**src/rtl/shift_pkg.sv**
```systemverilog
`timescale 1ns/1ps
package shift_pkg;
  localparam int OPW = 5;

  localparam logic [OPW-1:0] OPC_SRL = 5'd26;
  localparam logic [OPW-1:0] OPC_SRA = 5'd27;
  localparam logic [OPW-1:0] OPC_SHL = 5'd28;
  localparam logic [OPW-1:0] OPC_ROL = 5'd29;

  typedef enum logic [1:0] {
    MODE_SRL = 2'd0,
    MODE_SRA = 2'd1,
    MODE_SHL = 2'd2,
    MODE_ROL = 2'd3
  } shmode_e;
endpackage

```
**src/rtl/shift_decode.sv**
```systemverilog
`timescale 1ns/1ps
module shift_decode
  import shift_pkg::*;
(
  input  logic [OPW-1:0] opcode,
  output logic           is_shift,
  output shmode_e        mode
);
  always_comb begin
    is_shift = 1'b1;
    mode     = MODE_SRL;
    case (opcode)
      OPC_SRL: mode = MODE_SRL;
      OPC_SRA: mode = MODE_SRA;
      OPC_SHL: mode = MODE_SHL;
      OPC_ROL: mode = MODE_ROL;
      default: is_shift = 1'b0;
    endcase
  end
endmodule

```
**src/rtl/shift_count_sel.sv**
```systemverilog
`timescale 1ns/1ps
module shift_count_sel #(
  parameter int W  = 32,
  parameter int CW = $clog2(W)
) (
  input  logic [CW-1:0] cnt_imm,
  input  logic [W-1:0]  cnt_reg,
  output logic [CW-1:0] amount
);
  logic unused_reg_hi;
  assign unused_reg_hi = ^cnt_reg[W-1:CW];

  always_comb begin
    if (cnt_imm != '0) amount = cnt_imm;
    else               amount = cnt_reg[CW-1:0];
  end
endmodule

```
**src/rtl/shift_network.sv**
```systemverilog
`timescale 1ns/1ps
module shift_network
  import shift_pkg::*;
#(
  parameter int W  = 32,
  parameter int CW = $clog2(W)
) (
  input  shmode_e       mode,
  input  logic [CW-1:0] amount,
  input  logic [W-1:0]  din,
  output logic [W-1:0]  dout
);
  logic [W-1:0] lvl [0:CW];

  assign lvl[0] = din;

  for (genvar k = 0; k < CW; k++) begin : g_stage
    localparam int S = 1 << k;
    logic [W-1:0] moved;
    logic [W-1:0] nxt;

    always_comb begin
      case (mode)
        MODE_SRL: moved = {{S{1'b0}}, lvl[k][W-1:S]};
        MODE_SRA: moved = {{S{lvl[k][W-1]}}, lvl[k][W-1:S]};
        MODE_SHL: moved = {lvl[k][W-1-S:0], {S{1'b0}}};
        default:  moved = {lvl[k][W-1-S:0], lvl[k][W-1:W-S]};
      endcase
      nxt = amount[k] ? moved : lvl[k];
    end

    assign lvl[k+1] = nxt;
  end

  assign dout = lvl[CW];
endmodule

```
**src/rtl/shift_top.sv**
```systemverilog
`timescale 1ns/1ps
module shift_top
  import shift_pkg::*;
#(
  parameter int W = 32
) (
  input  logic           clk,
  input  logic           rst_n,
  input  logic           op_valid,
  input  logic [OPW-1:0] opcode,
  input  logic [4:0]     cnt_imm,
  input  logic [W-1:0]   val_in,
  input  logic [W-1:0]   cnt_reg,
  output logic [W-1:0]   res,
  output logic           wr_en
);
  localparam int CW = $clog2(W);

  logic          is_shift;
  shmode_e       mode;
  logic [CW-1:0] amount;
  logic [W-1:0]  shifted;
  logic          take;
  logic [W-1:0]  res_d;
  logic          we_d;

  shift_decode u_dec (
    .opcode   (opcode),
    .is_shift (is_shift),
    .mode     (mode)
  );

  shift_count_sel #(.W(W), .CW(CW)) u_cnt (
    .cnt_imm (cnt_imm[CW-1:0]),
    .cnt_reg (cnt_reg),
    .amount  (amount)
  );

  shift_network #(.W(W), .CW(CW)) u_net (
    .mode   (mode),
    .amount (amount),
    .din    (val_in),
    .dout   (shifted)
  );

  assign take = op_valid & is_shift;

  always_comb begin
    res_d = res;
    we_d  = take;
    if (take) res_d = shifted;
  end

  always_ff @(posedge clk or negedge rst_n) begin
    if (!rst_n) begin
      res   <= '0;
      wr_en <= 1'b0;
    end else begin
      wr_en <= we_d;
      if (take) res <= res_d;
    end
  end
endmodule

```
**config.mk**
```make
export PLATFORM = sky130hd
export DESIGN_NAME = shift_top
export DESIGN_NICKNAME = d
export VERILOG_FILES = /design/src/rtl/shift_pkg.sv /design/src/rtl/shift_decode.sv /design/src/rtl/shift_count_sel.sv /design/src/rtl/shift_network.sv /design/src/rtl/shift_top.sv
export SDC_FILE = /design/constraint.sdc
export NUM_CORES = 1
export LEC_CHECK = 0
export ABC_CLOCK_PERIOD_IN_PS = 2000
export BUFFER_PORTS_ARGS = -buffer_cell sky130_fd_sc_hd__clkbuf_2
export CAP_MARGIN = 20
export CORE_MARGIN = 10
export CORE_UTILIZATION = 45
export DETAILED_ROUTE_END_ITERATION = 8
export PLACE_DENSITY = 0.79
export SKIP_CTS_REPAIR_TIMING = 1
export SYNTH_ARGS = -nofsm -noshare
export SYNTH_HDL_FRONTEND = slang
export SYNTH_SLANG_ARGS = --single-unit
export TNS_END_PERCENT = 10
```
**constraint.sdc**
```tcl
create_clock -name clk -period 2 [get_ports clk]
set_clock_uncertainty 0.15 [all_clocks]
set_input_delay 0.1 -clock clk [delete_from_list [all_inputs] [get_ports clk]]
set_output_delay 0.1 -clock clk [all_outputs]
set_load 0.03 [all_outputs]
```
After elaboration in Yosys (flattened, before gate mapping)
Cells that the tools add are included.
{"block": "classes", "addsub": 0, "mul": 0, "div": 0, "n_lt_le_gt_ge": 0, "eq_ne": 6, "shift": 0, "muxes": 13, "bitwise_logic": 1, "n_reduce_logical": 3}
{"operator": "$pmux W32 S3", "n": 5}
{"operator": "$mux W32", "n": 5}
{"operator": "$eq A5 B5 Y1 const B", "n": 4}
{"operator": "$pmux W2 S3", "n": 1}
{"operator": "$mux W5", "n": 1}
{"operator": "$reduce_bool A5 Y1", "n": 1}
{"operator": "$reduce_or A4 Y1", "n": 1}
{"operator": "$eq A2 B1 Y1 const B", "n": 1}
{"operator": "$eq A2 B2 Y1 const B", "n": 1}
{"operator": "$logic_not A2 Y1", "n": 1}
{"operator": "$and A1 B1 Y1", "n": 1}
{"operator": "$mux W1", "n": 1}
{"block": "word_totals", "regBits": 33, "latch_bits": 0, "ramBits": 0, "mem_bits_ro": 0, "in_bits": 77, "output_inout_bits": 33, "wordCells": 25, "n_memories": 0}

Longest topological paths before layout
{"block": "logic_depth", "depth_word": 13, "depth_mapped": 11, "depth_no_buf": 8}

Cells and area by module
From an unflattened synthesis, not the netlist that was laid out.
{"block": "hier_totals", "cells_unflattened": 800, "hier_area_um2": 5893.2}
{"module": "shift_network", "instances": 1, "cells_each": 713, "area_each_um2": 4434.3, "seq_area_each_um2": 0.0}
{"module": "shift_top", "instances": 1, "cells_each": 70, "area_each_um2": 1338.8, "seq_area_each_um2": 825.8}
{"module": "shift_count_sel", "instances": 1, "cells_each": 12, "area_each_um2": 83.8, "seq_area_each_um2": 0.0}
{"module": "shift_decode", "instances": 1, "cells_each": 5, "area_each_um2": 36.3, "seq_area_each_um2": 0.0}

Worst setup path before layout
OpenSTA, ideal clock, no wires.
{"block": "synth_timing", "path_kind": "input to register", "startpoint": "in cnt_imm[2]", "endpoint": "reg res[13]", "setup_ns": 0.126, "arrival_time_ns": 2.022, "required_ns": 1.724, "slack_ns": -0.298, "path_stages": 9, "n_path_buf": 1, "cell_sequence": "or3_4 o21ai_4 buf_6 mux2i_1 a211oi_1 a211o_1 a21oi_1 a21oi_1 a221o_1"}
{"block": "synth_between", "elab_chain_len": 11}
{"item": "start, declared", "line": "shift_top.sv:11", "rtl": "input logic [4:0] cnt_imm,"}
{"item": "$reduce_bool A5 Y1", "line": "shift_count_sel.sv:14", "rtl": "if (cnt_imm != '0) amount = cnt_imm;"}
{"item": "$mux W5 *", "line": "shift_count_sel.sv:14"}
{"item": "$mux W32", "line": "shift_network.sv:29", "rtl": "nxt = amount[k] ? moved : lvl[k];"}
{"item": "$pmux W32 S3", "line": "shift_network.sv:23", "rtl": "case (mode)"}
{"item": "$mux W32", "line": "shift_network.sv:29"}
{"item": "$pmux W32 S3", "line": "shift_network.sv:23"}
{"item": "$mux W32", "line": "shift_network.sv:29"}
{"item": "$pmux W32 S3", "line": "shift_network.sv:23"}
{"item": "$mux W32", "line": "shift_network.sv:29"}
{"item": "$pmux W32 S3", "line": "shift_network.sv:23"}
{"item": "$mux W32 *", "line": "shift_network.sv:29"}
{"item": "end signal, assigned", "line": "shift_top.sv:60", "rtl": "if (take) res <= res_d;"}
{"item": "end, declared", "line": "shift_top.sv:14", "rtl": "output logic [W-1:0] res,"}
Mark *: on every way between the ends. The rest lies on a longest branch, timed or not.
A chain may end at the register's enable or synchronous reset.

Worst setup path after layout
{"block": "layout_timing", "startpoint": "in cnt_imm[2]", "endpoint": "reg res[4]"}
The elaborated chain is that of the path after synthesis.

==> summary.md <==
| Metric | Value |
|---|---|
| Die width | `133 um` |
| CTS tree | `done` |
| Max Clock Freq | `392 MHz` |
| Nets | `1,231` |
| Root Buffer | `clkbuf_16` |
| Area contributors post-synth | `dfrtp_1 (14%), a211oi_1 (12%), mux2i_1 (7.5%)` |
| DP Worst Slack | `-0.853 ns` |
| Max H-tree Level | `2` |
| Number of enable flip-flop cells after synthesis | `0` |
| RSZ-0062 raised after global routing | `true` |
| Yosys reg bits | `33` |
| Final WS setup | `-0.549 ns` |
| Area grow syn2layout | `62.5%` |
| Slowest-stage cell, CP | `or3_4` |
| Post-synth ARST share | `100%` |
| Synthesized area per cell | `7.11 um2` |
| Mapped cell area | `5730 um2` |
| Detailed Routing Iterations Pass 1 | `9` |
| # setup viols final | `32` |
| GPL Wtd Cong | `1.06` |
| Vias in the first global route | `8,696` |
| Dpl hpwl | `26,600 um` |
| Congestion Overflow GR | `0` |
| Clk_lat worst skew | `0.28 ns` |
| Outcome | `finished, violations left` |
| Initial antenna violation count | `2` |
| Max VDD drop | `0.502 mV` |
| Dominant cell type by area after synthesis | `dfrtp_1` |
| Main flop type after synthesis | `dfrtp_1` |
| Worst Path Arrival | `2.56 ns` |
| Worst-Margin Slew | `0.848 ns` |
| P_leak | `3.98 nW` |
| Relative slew slack | `43.4%` |
| Io pins | `110` |
| Number of routed nets with antenna violations | `0` |
| Hold Slack | `0.313 ns` |
| DRC | `0` |
| Crit path largest cell delay | `0.44 ns` |
| Max Cap Violations | `0` |
| HP Class | `in -> async` |
| Worst-path clk slew | `0.05 ns` |
| Setup slack, reg-to-reg | `0.87 ns` |
| Crit end category | `flip-flop` |
| Yosys top cell area share | `14.4%` |
| Fin crit period | `2.55 ns` |
| Slew Viols, Final | `0` |
| First-pass GRT wire length | `50,300 um` |
| Initial drt markers | `1,970` |
| Unique masters post-synth | `70` |
| CP Max Fanout | `10` |
| Starting Density | `45.6%` |
| DIE AREA | `17,700 um2` |
| Core area | `12,600 um2` |
| Clock buffer depth | `2` |
| Share of post-route cells with drive strength above 1 | `44.8%` |
| PortBufs | `82` |
| Register area share after synthesis | `14.4%` |
| Reg-to-Reg End | `res[4]$_DFFE_PN0P_` |
| Pwr Density | `523 nW/um2` |
| CP startpoint kind | `input port` |
| Mapped Cells | `806` |
| Critical path type | `in -> reg` |
| Syn_nets | `883` |
| CTS sink cnt | `33` |
| Critical path, cell by cell | `clkbuf_2 > or3_4 > o21ai_4 > buf_4 > clkbuf_16 > a211oi_1 > o311ai_1 > buf_4 > o221ai_1 > buf_4 > o21ai_0 > buf_4 > o21ai_1` |
| Total Wirelength | `34,000 um` |
| Reg2reg start | `res[4]$_DFFE_PN0P_` |
| Crit path launch | `cnt_imm[2]` |
| Most frequent CP cell | `buf_4` |
| DR WL/cell | `25.6 um` |
| R2R cell count | `3` |
| GRT Util Overall | `35.5%` |
| Rows | `41` |
| Synth warnings | `0` |
| Failing checks | `negative setup slack` |
| Antenna diode count | `0` |
| Die height | `133 um` |
| Largest net degree at the start of global routing | `42` |
| Final Hold Vio Count | `0` |
| Final critical-path share of the clock period | `127%` |
| CTS buffer count | `5` |
| Via Count | `9,286` |
| Vias per cell | `7.00` |
| Worst endpoint required time | `2.01 ns` |
[layout by cell type (no fill, tap or decap), types with 7 or more instances in the layout]
master,netlist,final
clkbuf_2,0,82
nand2_1,74,73
o21a_1,7,7
buf_4,12,319
o22ai_1,17,15
a211o_1,10,10
nor2_1,58,55
o21ai_1,9,19
nand3_1,10,10
a31oi_1,21,16
o21ai_0,66,52
a211oi_1,95,78
a31o_2,7,7
inv_1,15,15
a21oi_1,66,58
and3_1,8,8
buf_12,0,14
o211ai_1,43,43
a211oi_2,1,17
mux2i_1,43,36
o221ai_1,9,9
nor3_1,15,13
dfrtp_1,33,33
a21oi_2,1,8
[where the power goes]
group | internal [W] | total (W) | leakage, nW | switching (W)
registers | 0.000854 | 0.000976 | 0.402 | 0.000122
clock network | 0.000622 | 0.000928 | 0.0841 | 0.000305
logic | 0.00119 | 0.00297 | 3.50 | 0.00177
[stage by stage]
stage	instance area, um2	setup TNS (ns)	power [W]	utilization (%)	cells
after floorplan	5780	-5.24	0.00238	-	806
after global placement	8720	-23.41	0.00369	69.4	1313
after detailed placement	8720	-23.58	0.00372	69.4	1313
after CTS	8900	-14.73	0.00464	70.8	1321
after global routing	9320	-17.01	0.00502	74.1	1327
final	9320	-14.30	0.00487	74.1	1327
[layout make-up]
type / count / area [um2]
Fill cell: 1046 / 3250
Clock buffer: 7 / 143
Inverter: 15 / 56.3
Sequential cell: 33 / 826
Timing Repair Buffer: 421 / 3170
Clock inverter: 1 / 30.0
Multi-Input combinational cell: 678 / 4880
Tap cell: 172 / 215
[critical path: cells and delay by family]
| kind | cells | cell delay [ns] |
|---|---|---|
| AND/OR/NAND/NOR | 1 | 0.44 |
| AO/OA/AOI/OAI | 6 | 1.05 |
| buffers and inverters | 6 | 0.97 |
[registers in the layout, summed over array words and instances, names as in the netlist]
signal	cells
wr_en	1
res	32
[worst max path at each step]
stage / endpoint / slack, ns / depth (start not counted)
floorplan: res[28]$_DFFE_PN0P_ / -0.22 / 9
global placement: res[12]$_DFFE_PN0P_ / -0.86 / 11
detailed placement: res[27]$_DFFE_PN0P_ / -0.85 / 11
CTS: res[27]$_DFFE_PN0P_ / -0.56 / 11
global route: res[4]$_DFFE_PN0P_ / -0.64 / 13
finish: res[4]$_DFFE_PN0P_ / -0.55 / 13
[layer usage]
| layer | vias to the layer above | global-route usage, % | wire length (um) |
|---|---|---|---|
| li1 | 3942 | - | - |
| met1 | 4275 | 45.1 | 12600 |
| met2 | 853 | 53.7 | 14500 |
| met3 | 216 | 10.8 | 4870 |
| met4 | 0 | 16.2 | 2040 |
| met5 | - | 0 | 0 |
[cells in the mapped netlist, types with 6 or more instances]
cell type	instances
a211oi_1	95
o211ai_1	43
o22ai_1	17
buf_1	7
clkbuf_1	35
o211a_1	6
a22oi_1	7
nor3_1	15
buf_2	23
a31o_2	7
o21ai_1	9
nor2_1	58
mux2i_1	43
a21oi_1	66
o31ai_1	8
o221ai_1	9
a31oi_1	21
nand2_1	74
a221oi_1	7
buf_4	12
a211o_1	10
nand3_1	10
dfrtp_1	33
inv_1	15
and3_1	8
o21ai_0	66
o21a_1	7
[kinds of logic (layout without fill, tap and decap cells)]
kind of cell           Yosys count  count (layout)  share of synthesized area (%)
AO/OA/AOI/OAI                  439             439                           54.2
AND/OR/NAND/NOR                190             190                           14.8
buffers and inverters           95             444                           7.90
multiplexers                    48              48                           8.49
flip-flops                      33              33                           14.4
XOR/XNOR                         1               1                          0.153
Power figures use the tool's default switching activity.
